### src/rtl/irq_vec_pkg.sv
package irq_vec_pkg;
  typedef enum logic [1:0] {
    SENSE_LOW  = 2'b00,
    SENSE_RSV  = 2'b01,
    SENSE_FALL = 2'b10,
    SENSE_RISE = 2'b11
  } sense_e;
endpackage

### src/rtl/irq_ext_sense.sv
module irq_ext_sense
  import irq_vec_pkg::*;
#(
  parameter int N_EXT = 2
) (
  input  logic               clk,
  input  logic               rst,
  input  logic [N_EXT-1:0]   pin,
  input  logic [2*N_EXT-1:0] sense,
  output logic [N_EXT-1:0]   edge_hit,
  output logic [N_EXT-1:0]   level_req
);
  genvar g;
  generate
    for (g = 0; g < N_EXT; g++) begin : g_pin
      logic s1, s2, prev;
      sense_e mode;
      assign mode = sense_e'(sense[2*g +: 2]);

      // two-stage synchronizer plus one history stage; idle level is high
      always_ff @(posedge clk) begin
        if (rst) begin
          s1   <= 1'b1;
          s2   <= 1'b1;
          prev <= 1'b1;
        end else begin
          s1   <= pin[g];
          s2   <= s1;
          prev <= s2;
        end
      end

      always_comb begin
        edge_hit[g]  = 1'b0;
        level_req[g] = 1'b0;
        case (mode)
          SENSE_LOW:  level_req[g] = !s2;
          SENSE_FALL: edge_hit[g]  = prev && !s2;
          SENSE_RISE: edge_hit[g]  = !prev && s2;
          default:    ;
        endcase
      end
    end
  endgenerate
endmodule

### src/rtl/irq_flag_bank.sv
module irq_flag_bank #(
  parameter int N_SRC = 6
) (
  input  logic             clk,
  input  logic             rst,
  input  logic [N_SRC-1:0] set_vec,
  input  logic [N_SRC-1:0] clr_vec,
  output logic [N_SRC-1:0] flags
);
  // a set in the same cycle as a clear wins
  always_ff @(posedge clk) begin
    if (rst) flags <= '0;
    else     flags <= (flags & ~clr_vec) | set_vec;
  end
endmodule

### src/rtl/irq_prio_enc.sv
module irq_prio_enc #(
  parameter int N_SRC = 6,
  localparam int IDX_W = (N_SRC > 1) ? $clog2(N_SRC) : 1
) (
  input  logic [N_SRC-1:0] pend,
  output logic             any,
  output logic [IDX_W-1:0] idx
);
  // scan from the top so the lowest pending index is the last one written
  always_comb begin
    any = |pend;
    idx = '0;
    for (int i = N_SRC - 1; i >= 0; i--) begin
      if (pend[i]) idx = IDX_W'(i);
    end
  end
endmodule

### src/rtl/irq_vec_ctrl.sv
module irq_vec_ctrl #(
  parameter int N_EXT    = 2,
  parameter int N_INT    = 4,
  parameter int VEC_W    = 8,
  parameter int VEC_BASE = 0,
  localparam int N_SRC   = N_EXT + N_INT,
  localparam int IDX_W   = (N_SRC > 1) ? $clog2(N_SRC) : 1
) (
  input  logic               clk,
  input  logic               rst,
  input  logic [N_EXT-1:0]   ext_pin,
  input  logic [N_INT-1:0]   int_pulse,
  input  logic               sense_we,
  input  logic [2*N_EXT-1:0] sense_wdata,
  input  logic               mask_we,
  input  logic [N_SRC-1:0]   mask_wdata,
  input  logic               flag_clr_we,
  input  logic [N_SRC-1:0]   flag_clr_data,
  input  logic               gie_we,
  input  logic               gie_wdata,
  input  logic               take,
  input  logic               reti,
  output logic               irq_req,
  output logic [VEC_W-1:0]   irq_vec,
  output logic               irq_ack,
  output logic               gie,
  output logic [N_SRC-1:0]   flags
);
  logic [2*N_EXT-1:0] sense_q;
  logic [N_SRC-1:0]   mask_q;
  logic [N_EXT-1:0]   edge_hit, level_req;
  logic [N_SRC-1:0]   set_vec, clr_vec, hw_clr, pend;
  logic               any;
  logic [IDX_W-1:0]   idx, idx_q;
  logic               take_ok;

  assign take_ok = take && irq_req;

  irq_ext_sense #(.N_EXT(N_EXT)) u_sense (
    .clk(clk), .rst(rst), .pin(ext_pin), .sense(sense_q),
    .edge_hit(edge_hit), .level_req(level_req)
  );

  assign set_vec = {int_pulse, edge_hit};
  assign hw_clr  = take_ok ? (N_SRC'(1) << idx_q) : '0;
  assign clr_vec = (flag_clr_we ? flag_clr_data : '0) | hw_clr;

  irq_flag_bank #(.N_SRC(N_SRC)) u_flags (
    .clk(clk), .rst(rst), .set_vec(set_vec), .clr_vec(clr_vec), .flags(flags)
  );

  assign pend = (flags | {{N_INT{1'b0}}, level_req}) & mask_q & {N_SRC{gie}};

  irq_prio_enc #(.N_SRC(N_SRC)) u_prio (
    .pend(pend), .any(any), .idx(idx)
  );

  always_ff @(posedge clk) begin
    if (rst) begin
      sense_q <= '0;
      mask_q  <= '0;
    end else begin
      if (sense_we) sense_q <= sense_wdata;
      if (mask_we)  mask_q  <= mask_wdata;
    end
  end

  // global enable: take beats a software write, which beats a return
  always_ff @(posedge clk) begin
    if (rst)          gie <= 1'b0;
    else if (take_ok) gie <= 1'b0;
    else if (gie_we)  gie <= gie_wdata;
    else if (reti)    gie <= 1'b1;
  end

  always_ff @(posedge clk) begin
    if (rst) begin
      irq_req <= 1'b0;
      irq_ack <= 1'b0;
      irq_vec <= '0;
      idx_q   <= '0;
    end else begin
      irq_ack <= take_ok;
      irq_req <= any && !take_ok;
      if (!take_ok) begin
        idx_q   <= idx;
        irq_vec <= VEC_W'(VEC_BASE) + VEC_W'(idx) + VEC_W'(1);
      end
    end
  end
endmodule

### config.mk
export PLATFORM = sky130hd
export DESIGN_NAME = irq_vec_ctrl
export DESIGN_NICKNAME = d
export VERILOG_FILES = /design/src/rtl/irq_vec_pkg.sv /design/src/rtl/irq_ext_sense.sv /design/src/rtl/irq_flag_bank.sv /design/src/rtl/irq_prio_enc.sv /design/src/rtl/irq_vec_ctrl.sv
export SDC_FILE = /design/constraint.sdc
export NUM_CORES = 1
export LEC_CHECK = 0
export ABC_AREA = 1
export BUFFER_PORTS_ARGS = -buffer_cell sky130_fd_sc_hd__buf_4
export CORE_MARGIN = 5
export CORE_UTILIZATION = 40
export CTS_BUF_LIST = sky130_fd_sc_hd__clkbuf_8
export DETAILED_ROUTE_END_ITERATION = 7
export GPL_ROUTABILITY_DRIVEN = 0
export PLACE_DENSITY = 0.66
export SETUP_SLACK_MARGIN = 0.05
export SLEW_MARGIN = 40
export SYNTH_ARGS = -nofsm -noshare
export SYNTH_HDL_FRONTEND = slang
export SYNTH_SLANG_ARGS = --single-unit
export TNS_END_PERCENT = 20
### constraint.sdc
create_clock -name clk -period 4.06 [get_ports clk]
set_clock_uncertainty 0.05 [all_clocks]
set_input_delay 0 -clock clk [delete_from_list [all_inputs] [get_ports clk]]
set_output_delay 0 -clock clk [all_outputs]
set_load 0.05 [all_outputs]
==> key figures <==
Clock network
  – Clock slew at reported path FFs: around 0.07 ns
  – Maximum buffer depth of the clock tree: 2
  – Post-CTS setup buffers: 0
  – CTS Root Cell: clkbuf_8
  – Post-CTS sizing: 0
  – CTS tree: done
  – H-tree levels: 2
  – Worst-Skew Late Latency: around 0.28 ns
  – CTS Buf Count: 5
  – Clock sink total: 32
  – Hold buffers post-CTS: 35

Floorplanning
  – Die area: 0.00473 mm2
  – Die height: 68.8 um
  – Row count: 21
  – Initial core utilization: approximately 41%
  – Floorplan die width: a little under 70 um
  – Core area: 0.00334 mm2
  – Num ports: 48

Power
  – Switching Share: 27.1%
  – P per Cell Area: between 300 and 400 mW/mm2
  – Leakage power: 1.05 nW
  – Sequential share of power: 47.1%
  – Clock power share: between 30% and 40%
  – Total internal power: 0.530 mW
  – Switching Power: 0.197 mW
  – Comb pwr share: a little under a fifth
  – VDD IR max: 0.239 mV

STA
  – Slew Limit Fails: 0
  – Total negative slack: 0 ns
  – Min Clock Period, post-route: ~2.2 ns
  – Final period util: approximately 54%
  – RSZ-0062 raised after global routing: false
  – Maximum clock rate: about 0.46 GHz
  – Final worst slack: 1.89 ns
  – # setup viols final: 0
  – Hold Vio Cnt, Final: 0

Critical path
  – Reg-to-reg slack, setup: roughly 1.9 ns
  – CP Launch Type: flip-flop
  – Worst EP required: approximately 4.2 ns
  – Crit path DAT: ~2.3 ns
  – CP max stage cell: dlygate4sd3_1
  – Reg2reg start: irq_req
  – Crit path top cell by count: dlygate4sd3_1
  – Critical Path End Type: flip-flop
  – Max stage delay on crit path: about 0.57 ns
  – CP Class: reg -> reg
  – Crit-path max FO: 8
  – Top Family by Delay on Critical Path: buffers and inverters
  – Reg-to-reg endpoint: u_flags.flags[5]
  – Worst path cell trace: nand2_2 > inv_2 > nand4_1 > a31oi_1 > dlygate4sd3_1 > nor2_1 > dlygate4sd3_1
  – Bufs and invs on worst path: 3
  – FF-to-FF path depth: 7

Finish
  – Commonest non-fill, non-tap cell in the layout: buf_4
  – Footprint of the flip-flops and latches: 641 um2
  – Most frequent cells in the layout: 43 x buf_4, 35 x dlygate4sd3_1, 32 x dfxtp_1, 25 x nor2_1, 24 x nand2_1
  – Diodes inserted: 0
  – Area Growth Syn to Fin: 56.7%
  – Multi-input logic area: 601 um2
  – Layout cells sized above 1: 30.5%
  – Final Util: between 60% and 70%
  – Fill cell count: 300
  – NumNets Final: just under 300

Placement
  – Port Buf Inserts: 43
  – DPL Wire Length: ~2.4 mm
  – Pre-CTS WS: ~2.4 ns

Synthesis
  – Yosys warns: 0
  – Post-synth top flop: dfxtp_1
  – Async SR Flop Fraction: 0%
  – Synth area leader: dfxtp_1
  – Area contributors post-synth: dfxtp_1 46%, nor2_1 6.8%, nand2_1 6.5%
  – Syn_area_per_cell: a little under 8 um2
  – Synth top area share: a little under half
  – EDFF count, synth: 0
  – Yosys cell types: 29
  – Sequential fraction of the synthesis area: between 40% and 50%
  – Cells after Synth: 180
  – Mapped Area: 0.00138 mm2
  – Number of synthesized register bits: 32

Route
  – DRT antenna net count: 0
  – Wire per inst: about 11 um
  – Routed vias/inst: 4.55
  – Drt total wl: approximately 3.5 mm
  – DRC: 0
  – Routed vias: between 1k and 1.5k
  – Drt pass-1 iters: 4
  – Initial detailed-routing violation count: 30

Run
  – Max-cap violations: 0

Worst hold path
  – Hold Path Origin: flag_clr_data[1]
  – HP Class: in -> reg
  – Hold EP: u_flags.flags[1]
  – Hold Crit Depth: 4

Global routing
  – Initial antenna violation count: 0
  – First-pass GRT wire length: 5.74 mm
  – Largest net degree at the start of global routing: 17
  – Overflow after GRT: 0
  – Via count of the first global-routing pass: between 1k and 1.5k
  – Gr usage total: about 17%

Outcome
  – Status: completed
==> sequential cells by signal (all words and copies together) (netlist names) <==
register / count
gie: 1
u_sense.g_pin.s2: 2
sense_q: 4
idx_q: 3
u_flags.flags: 6
u_sense.g_pin.s1: 2
mask_q: 6
u_sense.g_pin.prev: 2
irq_ack: 1
irq_vec: 4
irq_req: 1
==> per-stage QoR <==
step | cells | hold WS (ns) | power [mW] | instance area, um2
2_1_floorplan | 183 | 0.0418 | 0.414 | 1390
3_3_place_gp | 265 | 0.133 | 0.451 | 1720
3_5_place_dp | 265 | 0.143 | 0.452 | 1720
4_1_cts | 308 | 0.00105 | 0.735 | 2170
5_1_grt | 308 | 0.0238 | 0.761 | 2170
6_report | 308 | 0.0184 | 0.727 | 2170
==> area by class of cell <==
class                   instances  area share, %
repair buffers                 78           31.1
flip-flops and latches         32           29.6
clock buffers                   6           3.81
well taps                      46           2.66
multi-input cells             117           27.7
clock inverters                 2          0.462
inverters                      27           4.68
==> power by group through the flow <==
stage	logic (mW)	registers, mW	clock network (mW)
final	0.132	0.343	0.252
after floorplan	0.0473	0.366	0
after global routing	0.144	0.345	0.272
after global placement	0.102	0.349	0
after detailed placement	0.102	0.350	0
after CTS	0.132	0.343	0.261
==> tightest hold or removal path, stage by stage <==
cell,delay [ns]
buf_4,0.08
a21oi_1,0.05
o21ai_0,0.09
a31oi_1,0.08
==> worst max-delay path by stage <==
| stage | endpoint | startpoint | cells past startpoint | slack (ns) |
|---|---|---|---|---|
| 2_1_floorplan | irq_vec[1] | gie | 10 | 2.23 |
| 3_3_place_gp | irq_vec[1] | gie | 9 | 2.46 |
| 3_5_place_dp | irq_vec[1] | gie | 9 | 2.41 |
| 4_1_cts | u_flags.flags[5] | irq_req | 7 | 1.90 |
| 5_1_grt | u_flags.flags[5] | irq_req | 7 | 1.79 |
| 6_report | u_flags.flags[5] | irq_req | 7 | 1.89 |
==> cell usage after synthesis, types with 3 or more instances <==
master / number
nand3_1: 9
nand4_1: 4
inv_1: 15
nand2_1: 24
buf_4: 4
a21oi_1: 7
a31oi_1: 5
or2_2: 3
inv_2: 12
dfxtp_1: 32
o21ai_0: 9
nand3_2: 5
nand2_2: 6
nor2_1: 25
o21ai_1: 4
==> kinds of logic (layout without fill, tap and decap cells) <==
group,count (synthesis),after routing,share of synthesized area [%]
and+or+nand+nor,80,80,28.1
buffers and inverters,34,113,11.0
AOI/OAI and AO/OA,32,32,13.3
DFF,32,32,46.3
adders and majority gates,1,1,0.905
other,1,4,0.271
==> per-layer routing <==
layer  up-vias  routed length (um)  track usage (%)
met5         -                   0                0
met4         0                  70             8.03
met3         6                 236             5.67
met2        35                1660             29.3
met1       615                1490             18.1
li1        744                   -                -
Power figures use the tool's default switching activity.
